### src/rtl/acc_fde_pkg.sv
package acc_fde_pkg;
  localparam int OPC_W = 4;

  typedef enum logic [2:0] {
    ST_F1   = 3'd0,
    ST_F2   = 3'd1,
    ST_F3   = 3'd2,
    ST_DEC  = 3'd3,
    ST_EXEC = 3'd4,
    ST_MEM  = 3'd5,
    ST_HALT = 3'd6
  } fde_state_e;

  typedef enum logic [OPC_W-1:0] {
    OP_NOP  = 4'h0,
    OP_LDI  = 4'h1,
    OP_LDD  = 4'h2,
    OP_STD  = 4'h3,
    OP_ADDD = 4'h8,
    OP_ADDI = 4'h9,
    OP_SUBD = 4'hA,
    OP_JMP  = 4'hC,
    OP_JZ   = 4'hD,
    OP_HLT  = 4'hF
  } opc_e;

  typedef enum logic [1:0] {ALU_PASS, ALU_ADD, ALU_SUB} alu_fn_e;

  typedef struct packed {
    logic neg;
    logic carry;
    logic zero;
  } flags_t;

  function automatic logic op_is_direct(input logic [OPC_W-1:0] op);
    return (op == OP_LDD) || (op == OP_STD) || (op == OP_ADDD) || (op == OP_SUBD);
  endfunction

  function automatic logic op_sets_flags(input logic [OPC_W-1:0] op);
    return (op == OP_LDI) || (op == OP_LDD) || (op == OP_ADDD) ||
           (op == OP_ADDI) || (op == OP_SUBD);
  endfunction
endpackage

### src/rtl/acc_fde_ctrl.sv
module acc_fde_ctrl
  import acc_fde_pkg::*;
(
  input  logic             clk,
  input  logic             rst_n,
  input  logic [OPC_W-1:0] opcode,
  output fde_state_e       state
);
  fde_state_e state_nx;

  always_comb begin
    state_nx = state;
    unique case (state)
      ST_F1:   state_nx = ST_F2;
      ST_F2:   state_nx = ST_F3;
      ST_F3:   state_nx = ST_DEC;
      ST_DEC:  state_nx = op_is_direct(opcode) ? ST_MEM : ST_EXEC;
      ST_MEM:  state_nx = ST_EXEC;
      ST_EXEC: state_nx = (opcode == OP_HLT) ? ST_HALT : ST_F1;
      ST_HALT: state_nx = ST_HALT;
      default: state_nx = ST_F1;
    endcase
  end

  always_ff @(posedge clk) begin
    if (!rst_n) state <= ST_F1;
    else        state <= state_nx;
  end

  // fetch order is fixed
  p_fetch_order_r2: assert property (@(posedge clk) disable iff (!rst_n)
    (state == ST_F1) |=> (state == ST_F2));
  p_fetch_tail_r2: assert property (@(posedge clk) disable iff (!rst_n)
    (state == ST_F2) |=> (state == ST_F3) ##1 (state == ST_DEC));
  // only direct opcodes visit MEM, and MEM is always followed by EXEC
  p_mem_direct_r3: assert property (@(posedge clk) disable iff (!rst_n)
    (state == ST_MEM) |-> op_is_direct(opcode));
  p_mem_to_exec_r3: assert property (@(posedge clk) disable iff (!rst_n)
    (state == ST_MEM) |=> (state == ST_EXEC));
  // halt is sticky until reset
  p_halt_sticky_r10: assert property (@(posedge clk) disable iff (!rst_n)
    (state == ST_HALT) |=> (state == ST_HALT));
endmodule

### src/rtl/acc_fde_alu.sv
module acc_fde_alu
  import acc_fde_pkg::*;
#(
  parameter int DATA_W = 8
) (
  input  logic [DATA_W-1:0] a,
  input  logic [DATA_W-1:0] b,
  input  alu_fn_e           fn,
  output logic [DATA_W-1:0] res,
  output logic              cout
);
  logic [DATA_W:0] wide;

  always_comb begin
    unique case (fn)
      ALU_ADD: wide = {1'b0, a} + {1'b0, b};
      ALU_SUB: wide = {1'b0, a} + {1'b0, ~b} + {{DATA_W{1'b0}}, 1'b1};
      default: wide = {1'b0, b};
    endcase
    res  = wide[DATA_W-1:0];
    cout = wide[DATA_W];
  end
endmodule

### src/rtl/acc_fde_datapath.sv
module acc_fde_datapath
  import acc_fde_pkg::*;
#(
  parameter int DATA_W = 8,
  localparam int ADDR_W = DATA_W - OPC_W
) (
  input  logic              clk,
  input  logic              rst_n,
  input  fde_state_e        state,
  input  logic [DATA_W-1:0] mem_rdata,
  output logic [ADDR_W-1:0] mem_addr,
  output logic [DATA_W-1:0] mem_wdata,
  output logic              mem_we,
  output logic [OPC_W-1:0]  opcode,
  output logic [DATA_W-1:0] acc,
  output flags_t            flags
);
  logic [ADDR_W-1:0] pc, mar;
  logic [DATA_W-1:0] mbr, cir;
  logic [ADDR_W-1:0] operand;
  logic [DATA_W-1:0] imm, alu_b, alu_res;
  logic              alu_c;
  alu_fn_e           alu_fn;

  assign opcode  = cir[DATA_W-1 -: OPC_W];
  assign operand = cir[ADDR_W-1:0];
  assign imm     = {{OPC_W{1'b0}}, operand};

  // Look-ahead address: steps that load the MAR already drive its new value
  always_comb begin
    unique case (state)
      ST_F1:   mem_addr = pc;
      ST_DEC:  mem_addr = operand;
      default: mem_addr = mar;
    endcase
  end

  assign mem_we    = (state == ST_MEM) && (opcode == OP_STD);
  assign mem_wdata = mbr;

  always_comb begin
    unique case (opcode)
      OP_ADDD, OP_ADDI: alu_fn = ALU_ADD;
      OP_SUBD:          alu_fn = ALU_SUB;
      default:          alu_fn = ALU_PASS;
    endcase
    alu_b = ((opcode == OP_LDI) || (opcode == OP_ADDI)) ? imm : mbr;
  end

  acc_fde_alu #(.DATA_W(DATA_W)) u_alu (
    .a(acc), .b(alu_b), .fn(alu_fn), .res(alu_res), .cout(alu_c)
  );

  always_ff @(posedge clk) begin
    if (!rst_n) begin
      pc    <= '0;
      mar   <= '0;
      mbr   <= '0;
      cir   <= '0;
      acc   <= '0;
      flags <= '0;
    end else begin
      unique case (state)
        ST_F1: mar <= pc;
        ST_F2: begin
          pc  <= pc + 1'b1;
          mbr <= mem_rdata;
        end
        ST_F3: cir <= mbr;
        ST_DEC: begin
          if (op_is_direct(opcode)) mar <= operand;
          if (opcode == OP_STD)     mbr <= acc;
        end
        ST_MEM: if (opcode != OP_STD) mbr <= mem_rdata;
        ST_EXEC: begin
          if (op_sets_flags(opcode)) begin
            acc   <= alu_res;
            flags <= '{neg: alu_res[DATA_W-1], carry: alu_c, zero: (alu_res == '0)};
          end
          if ((opcode == OP_JMP) || ((opcode == OP_JZ) && flags.zero)) pc <= operand;
        end
        default: ;
      endcase
    end
  end

  // program counter advances during the second fetch step
  p_pc_step_r2: assert property (@(posedge clk) disable iff (!rst_n)
    (state == ST_F2) |=> (pc == $past(pc) + 1'b1));
  // instruction register takes the buffered word
  p_cir_load_r2: assert property (@(posedge clk) disable iff (!rst_n)
    (state == ST_F3) |=> (cir == $past(mbr)));
  // write strobe only during MEM, addressed by the MAR
  p_we_in_mem_r7: assert property (@(posedge clk) disable iff (!rst_n)
    mem_we |-> ((state == ST_MEM) && (mem_addr == mar) && (mem_wdata == acc)));
  // flags hold outside EXEC
  p_flags_hold_r8: assert property (@(posedge clk) disable iff (!rst_n)
    (state != ST_EXEC) |=> $stable(flags));
  // a store leaves the accumulator alone
  p_store_keeps_acc_r7: assert property (@(posedge clk) disable iff (!rst_n)
    ((state == ST_EXEC) && (opcode == OP_STD)) |=> $stable(acc));
  // MBR captures memory in the step after the address was shown
  p_fetch_capture_r11: assert property (@(posedge clk) disable iff (!rst_n)
    (state == ST_F2) |=> (mbr == $past(mem_rdata)));
endmodule

### src/rtl/acc_fde_core.sv
module acc_fde_core
  import acc_fde_pkg::*;
#(
  parameter int DATA_W = 8,
  localparam int ADDR_W = DATA_W - OPC_W
) (
  input  logic              clk,
  input  logic              rst_n,
  output logic [ADDR_W-1:0] mem_addr,
  output logic [DATA_W-1:0] mem_wdata,
  output logic              mem_we,
  input  logic [DATA_W-1:0] mem_rdata,
  output logic [DATA_W-1:0] acc_o,
  output logic [2:0]        flags_o,
  output logic [2:0]        state_o
);
  fde_state_e       state;
  logic [OPC_W-1:0] opcode;
  flags_t           flags;

  acc_fde_ctrl u_ctrl (
    .clk(clk), .rst_n(rst_n), .opcode(opcode), .state(state)
  );

  acc_fde_datapath #(.DATA_W(DATA_W)) u_dp (
    .clk(clk), .rst_n(rst_n), .state(state), .mem_rdata(mem_rdata),
    .mem_addr(mem_addr), .mem_wdata(mem_wdata), .mem_we(mem_we),
    .opcode(opcode), .acc(acc_o), .flags(flags)
  );

  assign flags_o = flags;
  assign state_o = state;
endmodule

### config.mk
export PLATFORM = sky130hd
export DESIGN_NAME = acc_fde_core
export DESIGN_NICKNAME = d
export VERILOG_FILES = /design/src/rtl/acc_fde_pkg.sv /design/src/rtl/acc_fde_ctrl.sv /design/src/rtl/acc_fde_alu.sv /design/src/rtl/acc_fde_datapath.sv /design/src/rtl/acc_fde_core.sv
export SDC_FILE = /design/constraint.sdc
export NUM_CORES = 1
export LEC_CHECK = 0
export CAP_MARGIN = 10
export CORE_MARGIN = 2
export CORE_UTILIZATION = 35
export DETAILED_ROUTE_END_ITERATION = 10
export PLACE_DENSITY = 0.55
export SYNTH_ARGS = -nofsm -noshare
export SYNTH_HDL_FRONTEND = slang
export SYNTH_SLANG_ARGS = --single-unit
### constraint.sdc
create_clock -name clk -period 7.25 [get_ports clk]
set_clock_uncertainty 0.15 [all_clocks]
set_input_delay 1.45 -clock clk [delete_from_list [all_inputs] [get_ports clk]]
set_output_delay 1.45 -clock clk [all_outputs]
set_load 0.02 [all_outputs]
# [Yosys cells after proc, flatten, opt, wreduce, memory -nomap -nowiden]
# Cells that the tools add are included.
[classes] eq_ne=22 n_bitwise=1 muxes=14 n_reduce_logical=21 add_sub_neg=4
[op_table] op="$eq A4 B4 Y1 const B" count=6
[op_table] op="$mux W8" count=3
[op_table] op="$pmux W4 S2" count=3
[op_table] op="$pmux W8 S3" count=1
[op_table] op="$pmux W3 S7" count=1
[op_table] op="$add A8 B8 Y9" count=2
[op_table] op="$pmux W9 S2" count=1
[op_table] op="$add A9 B1 Y9 const B" count=1
[op_table] op="$eq A3 B3 Y1 const B" count=3
[op_table] op="$logic_or A1 B1 Y1" count=9
[op_table] op="$eq A4 B2 Y1 const B" count=2
[op_table] op="$logic_not A8 Y1" count=1
[op_table] op="$mux W4" count=2
[op_table] op="$ne A2 B1 Y1 const B" count=4
[op_table] op="$not A8 Y8" count=1
[op_table] op="$eq A3 B2 Y1 const B" count=2
[op_table] op="$reduce_and A2 Y1" count=3
[op_table] op="$add A4 B1 Y4 const B" count=1
[op_table] op="$eq A4 B1 Y1 const B" count=1
[op_table] op="$ne A4 B2 Y1 const B" count=1
[op_table] op="$pmux W2 S2" count=1
[op_table] op="$reduce_bool A2 Y1" count=2
[op_table] op="$eq A3 B1 Y1 const B" count=1
[op_table] op="$logic_not A3 Y1" count=1
[op_table] op="other kinds (8)" count=9
[totals] reg_bits=38 elab_cells=71

# [Logic depth before layout (Yosys ltp)]
# Gate-level depths: netlist (run 1).
[depth] depth_word=8 ltp_mapped=14 ltp_nobuf=13

# [Cells and area by module]
# A second synthesis (run 1) with hierarchy kept.
[hier_totals] hier_cells=364 hier_area_um2=2896.5
[by_module_without_submodules] module="acc_fde_datapath" area_per_inst_um2=1840.5 n_inst=1 cells_each=222
[by_module_without_submodules] module="acc_fde_alu" area_per_inst_um2=878.3 n_inst=1 cells_each=123
[by_module_without_submodules] module="acc_fde_ctrl" area_per_inst_um2=177.7 n_inst=1 cells_each=19

# [Worst setup path after synthesis (run 1)]
# OpenSTA, ideal clock, no wires.
[synth_path] path_type="reg2reg" startpoint="register u_dp.cir[6]" endpoint="register, netlist name u_dp.flags[0]" required_time_ns=7.016 stages_incl_launch_ff=13 path_buffers=1 setup_time_ns=0.084 arrival_time_ns=3.670 path_slack_ns=3.345 cell_sequence="dfxtp_1 > clkbuf_1 > nor3b_1 > mux2i_1 > inv_1 > ha_1 > or2_1 > a221oi_1 > o21ai_2 > xnor2_4 > a221o_1 > or4_4 > o31ai_2"
[synth_between] elab_chain_cells=8 elab_cells_between_ends=22
[synth_lines] element="from (decl)" line="acc_fde_datapath.sv:19" source="logic [DATA_W-1:0] mbr, cir;"
[synth_lines] element="from (signal assigned)" line="acc_fde_datapath.sv:69" source="ST_F3: cir <= mbr;"
[synth_lines] element="$eq A4 B1 Y1 or $eq A4 B4 Y1 (tied branches)"
[synth_lines] element="$logic_or A1 B1 Y1" line="acc_fde_datapath.sv:47" source="alu_b = ((opcode == OP_LDI) || (opcode == OP_ADDI)) ? imm : mbr;"
[synth_lines] element="$mux W8" line="acc_fde_datapath.sv:47"
[synth_lines] element="$not A8 Y8" line="acc_fde_alu.sv:17" source="ALU_SUB: wide = {1'b0, a} + {1'b0, ~b} + {{DATA_W{1'b0}}, 1'b1};"
[synth_lines] element="$add A8 B8 Y9" line="acc_fde_alu.sv:17"
[synth_lines] element="$add A9 B1 Y9" line="acc_fde_alu.sv:17"
[synth_lines] element="$pmux W9 S2" line="acc_fde_alu.sv:15" source="unique case (fn)"
[synth_lines] element="$logic_not A8 Y1" line="acc_fde_datapath.sv:78" source="flags <= '{neg: alu_res[DATA_W-1], carry: alu_c, zero: (alu_res == '0)};"
# Several ways; a longest one is shown, not always the timed one.
# A chain may end at the register's enable or synchronous reset.

# [Worst setup path in the final report (run 1)]
[layout_path] startpoint="register u_dp.cir[5]" endpoint="register, netlist name u_dp.flags[0]"
[layout_between] elab_chain_cells=8 elab_cells_between_ends=22
[layout_lines] element="$eq A4 B1 Y1 or $eq A4 B4 Y1 (tied branches)"
[layout_lines] element="$logic_or A1 B1 Y1" line="acc_fde_datapath.sv:47"
[layout_lines] element="$mux W8" line="acc_fde_datapath.sv:47"
[layout_lines] element="$not A8 Y8" line="acc_fde_alu.sv:17"
[layout_lines] element="$add A8 B8 Y9" line="acc_fde_alu.sv:17"
[layout_lines] element="$add A9 B1 Y9" line="acc_fde_alu.sv:17"
[layout_lines] element="$pmux W9 S2" line="acc_fde_alu.sv:15"
[layout_lines] element="$logic_not A8 Y1" line="acc_fde_datapath.sv:78"
# Several ways; a longest one is shown, not always the timed one.

==> flow_summary.yaml, run 1 <==
detailed_routing:
  drcViolationCount: 0
  wl_per_cell_um: 14.5
  drt_pre_antenna_iters: 4
  ant_nets: 0
  first_iter_violations: 121
  wirelength_um: 7100
  viasPerCell: 5.15
  vias: 2530
floorplan:
  die_y_um: 95.6
  die_w_um: 95.6
  num_rows: 33
  start_util_pct: 36.0
  core_um2: 8180
  die_area_um2: 9150
  design.portCount: 37
finish:
  final_cell_mix: "nand2_1, dfxtp_1, mux2i_1, clkdlybuf4s50_1, nor2b_1"
  final_common_cell: "nand2_1"
  fill_cells: 824
  fin_util_pct: 42.0
  layout.nets: 421
  n_antenna_cell: 0
  syn_to_final_growth_pct: 16.9
  layout-drive-gt1-share_pct: 5.96
setup_path:
  cp_num_buf_inv: 1
  cp_cell_sequence: "nor3b_1 -> mux2i_1 -> inv_1 -> ha_1 -> or2_1 -> a221oi_1 -> o21ai_2 -> xnor2_4 -> a221o_1 -> or4_4 -> o31ai_2"
  crit_family: "simple AND/OR/NAND/NOR gates"
  critical_path_class: "register to register"
  crit_fanout: 8
  worstPathArrival_ps: 4250
  crit_required_ps: 7300
  startpoint_type: "register"
  slowest_stage: "nor3b_1"
  cp_slowest_stage_delay_ps: 640
  cp-end-kind: "register"
grt:
  grt_pass1_vias: 2321
  antenna_found_initial: 0
  grt_pass1_wl_um: 11600
  grt_use_total_pct: 16.1
  grt_max_degree: 39
  gr-total-overflow: 0
sta:
  post-route-period-util_pct: 57.9
  hold_viol_final: 0
  fmax_ghz: 0.238
  setup_tns_ps: 0
  setup_violations: 0
  final.setup.worst_slack_ps: 3050
  fin_crit_ps: 4200
  worst_slew_pin_slew_ps: 958
  slew_violations: 0
  max_slew_margin_pct: 35.9
  rsz0062_at_grt: "false"
pwr:
  peakVddDrop_uv: 74.9
  p_leak_nw: 1.43
  finalPower_mw: 0.483
  p_per_area_nw_per_um2: 140
cts:
  h-tree-depth: 2
  clock_tree.root_cell: "clkbuf_8"
  clockBufferDepth: 2
  hold_buffers: 0
  cts_tree: "yes"
  clk_pin_slew_ps: 70
  cts_resized: 0
  clkLatencyLatePin_ps: 280
  cts_buffers: 5
  numClockSinks: 37
  cts_setup_buffers: 0
flow_run:
  drv_cap: 0
placed_design:
  dpl.hpwl_um: 5340
  place_congestion: 0.853
  pre_cts_ws_ps: 3020
  numPortBuffers: 36
yosys:
  synth-seq-cells: 37
  syn_area_per_cell_um2: 8.12
  syn_area_um2: 2940
  netlist_instances: 362
  synth_nets: 397
  synthDistinctLibCells: 62
  synth_enable_flop_cells: 0
  synth_warnings: 0
  synth-async-reset-ratio_pct: 0
  synth_flop_cell: "dfxtp_1"
  seq_area_frac_synth_pct: 25.2
min_path:
  hp-class: "register to register"
run_status:
  outcome: "finished, final reports clean"
worst register-to-register path, delay by kind of cell, from the launching register on:
family | cells | cell delay (ps)
and+or+nand+nor | 3 | 1390
DFF | 1 | 370
adders and majority gates | 1 | 310
buffers and inverters | 1 | 150
AOI/OAI and AO/OA | 4 | 1160
muxes | 1 | 460
xor gates and xnor gates | 1 | 150
final timing paths:
kind                    start             to  slack, ps  depth (start not counted)
setup / recovery  u_dp.cir[5]  u_dp.flags[0]       3050                         11
hold / removal    u_dp.mar[1]    u_dp.mar[1]        370                          2
setup reg to reg  u_dp.cir[5]  u_dp.flags[0]       3050                         11
hold reg to reg   u_dp.mar[1]    u_dp.mar[1]        370                          2
power breakdown:
part / internal [mW] / leakage [nW] / switching [mW] / total (mW)
Combinational: 0.0567 / 1.09 / 0.0631 / 0.120
Sequential: 0.210 / 0.300 / 0.0101 / 0.220
Clock: 0.0754 / 0.0443 / 0.0673 / 0.143
cells in the mapped netlist (4+ instances only):
cell      count  share of area (%)
a21oi_1      20                3.4
and2_1        9                1.9
nand2_1      39                5.0
nor2b_1      26                5.5
nand2b_1      7                1.5
nor2_1       22                2.8
clkbuf_1     15                1.9
nand3_1       8                1.4
inv_1        19                2.4
o22ai_1       4               0.85
ha_1         23                9.8
mux2i_1      36                 12
dfxtp_1      37                 25
o21ai_0      22                3.7
area by class of cell:
cell class | instances | area [um2] | share of cell area [%]
Timing Repair Buffer | 38 | 375 | 10.9
Multi-Input combinational cell | 284 | 2030 | 59.0
Sequential cell | 37 | 741 | 21.6
Inverter | 20 | 75.1 | 2.18
Tap cell | 105 | 131 | 3.82
Clock buffer | 7 | 86.3 | 2.51
stage by stage:
step                      cells  hold slack [ps]  cell area, um2
after global placement      484              342            3350
after floorplan             362              327            2940
after CTS                   491              368            3440
after detailed placement    484              351            3350
final                       491              369            3440
after global routing        491              398            3440
cell families (layout without fill, tap and decap cells):
logic type / Yosys count / count (layout) / share of synthesized area, %
DFF: 37 / 37 / 25.2
AOI/OAI and AO/OA: 83 / 83 / 18.7
muxes: 38 / 38 / 13.0
adders and majority gates: 25 / 25 / 11.2
buffers and inverters: 41 / 65 / 5.83
xor gates and xnor gates: 4 / 4 / 1.83
and+or+nand+nor: 134 / 134 / 24.2
flip-flops by register name, indices dropped and copies added (netlist names):
name	flops
u_dp.pc	4
u_dp.mar	4
u_dp.cir	8
u_ctrl.state	3
u_dp.acc	8
u_dp.mem_wdata	8
u_dp.flags	2
layer usage:
| layer | routed length [um] | global-route usage (%) | vias to the layer above | share of wire, % |
|---|---|---|---|---|
| li1 | - | - | 1316 | - |
| met4 | 76 | 3.57 | 0 | 1.1 |
| met5 | 0 | 0 | - | 0 |
| met2 | 3250 | 25.9 | 34 | 46 |
| met1 | 3600 | 23.0 | 1174 | 51 |
| met3 | 175 | 1.90 | 6 | 2.5 |
Note: power is estimated with default switching activity, not from simulation.
==> run 2, diff against run 1 <==
--- a/config.mk
+++ b/config.mk
@@ -9,7 +9,7 @@
 export CORE_MARGIN = 2
 export CORE_UTILIZATION = 35
 export DETAILED_ROUTE_END_ITERATION = 10
-export PLACE_DENSITY = 0.55
+export PLACE_DENSITY = 0.57
 export SYNTH_ARGS = -nofsm -noshare
 export SYNTH_HDL_FRONTEND = slang
 export SYNTH_SLANG_ARGS = --single-unit
==> constraint.sdc (replaced) <==
create_clock -name clk -period 3.6 [get_ports clk]
set_clock_uncertainty 0.15 [all_clocks]
set_input_delay 0.72 -clock clk [delete_from_list [all_inputs] [get_ports clk]]
set_output_delay 0.72 -clock clk [all_outputs]
set_load 0.02 [all_outputs]
==> run 2 against run 1 <==
Hold slack got worse by 3.5 ps. Utilization increased by 1.8 points. Combinational power up 110%. Setup slack got worse by 2900 ps. Clock power grew 100%. Power up 110%. Non-clock buffer count up 13.
==> flow_summary.yaml, run 2 (synthesis gave the netlist of run 1 again) <==
run_status:
  outcome: "finished, final reports clean"
cts:
  clock_tree.root_cell: "clkbuf_8"
  h-tree-depth: 2
  clockBufferDepth: 2
  numClockSinks: 37
  cts_tree: "yes"
  cts_buffers: 5
  clk_pin_slew_ps: 80
  hold_buffers: 0
  clkLatencyLatePin_ps: 290
floorplan:
  core_um2: 8180
  die_w_um: 95.6
  start_util_pct: 36.0
  die_y_um: 95.6
  design.portCount: 37
  num_rows: 33
  die_area_um2: 9150
finish:
  syn_to_final_growth_pct: 21.8
  final_common_cell: "nand2_1"
  fin_area_um2: 3580
  final_cell_mix: "nand2_1, dfxtp_1, clkdlybuf4s50_1, mux2i_1, nor2b_1"
  layout.nets: 434
  layout-drive-gt1-share_pct: 10.8
  n_antenna_cell: 0
  instances_no_fill: 505
placed_design:
  placed_area_um2: 3440
  numPortBuffers: 36
  dpl.hpwl_um: 5590
  placedCellCount: 493
  place_congestion: 0.881
detailed_routing:
  ant_nets: 0
  drt_pre_antenna_iters: 4
  wl_per_cell_um: 14.8
  vias: 2601
  wirelength_um: 7450
  viasPerCell: 5.15
  first_iter_violations: 88
  drcViolationCount: 0
setup_path:
  crit_family: "simple AND/OR/NAND/NOR gates"
  cp-end-kind: "register"
  startpoint_type: "register"
  r2r_end: "u_dp.flags[0]"
  slowest_stage: "or4_4"
  critical_path_class: "register to register"
  crit_required_ps: 3660
  cp_num_buf_inv: 2
  worstPathArrival_ps: 3510
  reg2reg_from: "u_dp.cir[6]"
  crit_fanout: 4
  path_depth: 12
  cp_cell_sequence: "nor3b_4 -> buf_4 -> mux2i_2 -> inv_1 -> ha_1 -> or2_1 -> a221oi_4 -> o21ai_2 -> xnor2_4 -> a221o_1 -> or4_4 -> o31ai_2"
  cp_slowest_stage_delay_ps: 510
  crit_start: "u_dp.cir[6]"
  reg2reg_depth: 12
  rrSetupSlack_ps: 140
  critPathCapture: "u_dp.flags[0]"
pwr:
  peakVddDrop_uv: 135
  p_leak_nw: 1.51
  p_per_area_nw_per_um2: 277
grt:
  grt_pass1_wl_um: 12200
  antenna_found_initial: 0
  gr-total-overflow: 0
  grt_use_total_pct: 16.9
  grt_max_degree: 38
  grt_pass1_vias: 2462
sta:
  hold_viol_final: 0
  setup_violations: 0
  fin_crit_ps: 3460
  max_slew_margin_pct: 67.1
  fmax_ghz: 0.289
  worst_slew_pin_slew_ps: 492
  slew_violations: 0
  post-route-period-util_pct: 96.0
  setup_tns_ps: 0
min_path:
  hp-class: "register to register"
flow_run:
  drv_cap: 0
-- run 2: area by class of cell --
type,instances,area [um2]
clock inverters,2,15.0
repair buffers,51,473
clock buffers,6,72.6
inverters,20,75.1
fillers,856,4600
well taps,105,131
multi-input cells,284,2070
flip-flops and latches,37,741
-- run 2: stage by stage --
step	setup slack [ps]	hold WS, ps	utilization [%]	power [mW]
2_1_floorplan	79.1	327	-	0.623
5_1_grt	-10.4	397	43.8	1.05
3_3_place_gp	186	343	42.1	0.698
6_report	145	366	43.8	0.992
3_5_place_dp	126	349	42.1	0.701
4_1_cts	103	374	43.1	0.992
-- run 2: worst min-delay path by stage --
stage	start	endpoint	slack (ps)	cells past startpoint
CTS	u_dp.mar[0]	u_dp.mar[0]	370	2
global route	u_dp.mar[3]	u_dp.mar[3]	400	2
floorplan	u_dp.mar[0]	u_dp.mar[0]	330	2
global placement	u_dp.mar[2]	u_dp.mar[2]	340	2
detailed placement	u_dp.mar[0]	u_dp.mar[0]	350	2
finish	u_dp.mar[0]	u_dp.mar[0]	370	2
-- run 2: layer usage --
layer	up-vias	GRT usage [%]	part of all wire [%]
li1	1339	-	-
met1	1218	22.8	48
met2	36	28.1	48
met3	8	1.98	2.6
met4	0	4.88	1.3
met5	-	0	0
-- run 2: worst min-delay path, stage by stage, from the launching register on --
cell and delay [ps]:
dfxtp_1 330, a21oi_1 60, nor2b_1 90
-- run 2: power by group --
part	switching, mW	internal [mW]	total [mW]
Combinational	0.132	0.125	0.257
Sequential	0.0201	0.423	0.443
Clock	0.156	0.136	0.292
-- run 2: repair_timing --
| action | 4_1_cts | 5_1_grt |
|---|---|---|
| gates resized for setup | 0 | 4 |
| setup endpoints to repair | 0 | 1 |
| buffers inserted | 0 | 4 |
==> run 3, diff against run 2 <==
--- a/config.mk
+++ b/config.mk
@@ -10,6 +10,8 @@
 export CORE_UTILIZATION = 35
 export DETAILED_ROUTE_END_ITERATION = 10
 export PLACE_DENSITY = 0.57
+export RECOVER_POWER = 50
+export SLEW_MARGIN = 20
 export SYNTH_ARGS = -nofsm -noshare
 export SYNTH_HDL_FRONTEND = slang
 export SYNTH_SLANG_ARGS = --single-unit
==> run 3 against run 2 <==
Maximum frequency about the same. Via count fell by 0.15%. Critical path depth unchanged. Die area unchanged. Sequential share of layout area about the same. Combinational power hardly changed. Register-to-register slack about the same. Count of clock-buffer cells in the layout is the same. Sequential cell count did not move. Routed wire length fell by 0.20%. Sequential power is essentially flat.
==> flow_summary.yaml, run 3 (synthesis gave the netlist of run 1 again) <==
floorplan:
  start_util_pct: 36.0
  die_y_um: 95.6
  core_um2: 8180
  die_w_um: 95.6
  die_area_um2: 9150
  num_rows: 33
  design.portCount: 37
grt:
  grt_pass1_wl_um: 12200
  antenna_found_initial: 0
  grt_max_degree: 38
  grt_use_total_pct: 16.9
  gr-total-overflow: 0
  grt_pass1_vias: 2462
setup_path:
  crit_fanout: 4
  critical_path_class: "register to register"
  startpoint_type: "register"
  crit_required_ps: 3660
  cp-end-kind: "register"
  worstPathArrival_ps: 3510
placed_design:
  dpl.hpwl_um: 5590
  place_congestion: 0.881
  placed_area_um2: 3440
  numPortBuffers: 36
sta:
  hold_viol_final: 0
  max_slew_margin_pct: 6.04
  setup_violations: 0
  slew_violations: 0
  worst_slew_pin_slew_ps: 1410
  hold_ws_ps: 371
  fmax_ghz: 0.289
  fin_crit_ps: 3460
  post-route-period-util_pct: 96.0
finish:
  layout.nets: 434
  final_cell_mix: "nand2_1, dfxtp_1, mux2i_1, nor2b_1, clkdlybuf4s50_1"
  final_common_cell: "nand2_1"
  fin_util_pct: 43.7
  fill_cells: 855
  layout-drive-gt1-share_pct: 10.5
  n_antenna_cell: 0
  fin_area_um2: 3580
  syn_to_final_growth_pct: 21.7
cts:
  cts_tree: "yes"
  hold_buffers: 0
  clkLatencyLatePin_ps: 290
  h-tree-depth: 2
  numClockSinks: 37
  clock_tree.root_cell: "clkbuf_8"
  clk_pin_slew_ps: 80
  clockBufferDepth: 2
  cts_buffers: 5
detailed_routing:
  wl_per_cell_um: 14.7
  drt_pre_antenna_iters: 4
  first_iter_violations: 89
  drcViolationCount: 0
  wirelength_um: 7430
  ant_nets: 0
  viasPerCell: 5.14
  vias: 2597
flow_run:
  drv_cap: 0
pwr:
  peakVddDrop_uv: 135
  p_leak_nw: 1.53
  p_per_area_nw_per_um2: 277
  finalPower_mw: 0.989
min_path:
  hp-class: "register to register"
run_status:
  outcome: "finished, final reports clean"
-- run 3: changes by cell type in the layout (fill, tap and decap cells not counted), sizes merged --
| cell | delta |
|---|---|
| clkdlybuf4s50 | -11 |
| dlygate4sd3 | +11 |
| buf | -1 |
| clkbuf | +1 |
-- run 3: through the flow --
step | instances | setup WS [ps] | TNS [ps]
floorplan | 362 | 79.1 | 0
global placement | 493 | 186 | 0
detailed placement | 493 | 126 | 0
CTS | 501 | 103 | 0
global route | 505 | -10.4 | -10.4
finish | 505 | 145 | 0
-- run 3: power by group --
group / total, mW / internal, mW / switching, mW / leakage (nW)
Sequential: 0.443 / 0.423 / 0.0199 / 0.300
Clock: 0.292 / 0.136 / 0.155 / 0.0374
Combinational: 0.255 / 0.123 / 0.132 / 1.20
-- run 3: final cells by class --
type,count,area (um2),area share [%]
multi-input cells,284,2070,57.9
flip-flops and latches,37,741,20.7
repair buffers,51,469,13.1
well taps,105,131,3.67
inverters,20,75.1,2.10
clock buffers,6,72.6,2.03
clock inverters,2,15.0,0.420
-- run 3: critical path: stages (launching register included) --
cell and delay, ps:
dfxtp_1 340, nor3b_4 180, buf_4 170, mux2i_2 250
inv_1 100, ha_1 320, or2_1 270, a221oi_4 310
o21ai_2 140, xnor2_4 130, a221o_1 330, or4_4 510
o31ai_2 180
-- run 3: metal layers --
metal	track usage [%]	vias up	routed length (um)
li1	-	1340	-
met1	22.8	1211	3580
met2	28.1	38	3560
met3	1.98	8	198
met4	4.88	0	97
met5	0	-	0
-- run 3: path summary, 6_finish.rpt --
kind | from | end | slack, ps | cells after the start
setup / recovery | u_dp.cir[6] | u_dp.flags[0] | 140 | 12
hold / removal | u_dp.mar[0] | u_dp.mar[0] | 370 | 2
setup reg to reg | u_dp.cir[6] | u_dp.flags[0] | 140 | 12
hold reg to reg | u_dp.mar[0] | u_dp.mar[0] | 370 | 2
-- run 3: what timing repair did --
item / CTS / global route
setup buffers: 0 / 4
setup endpoints to repair: 0 / 1
resized for setup: 0 / 4
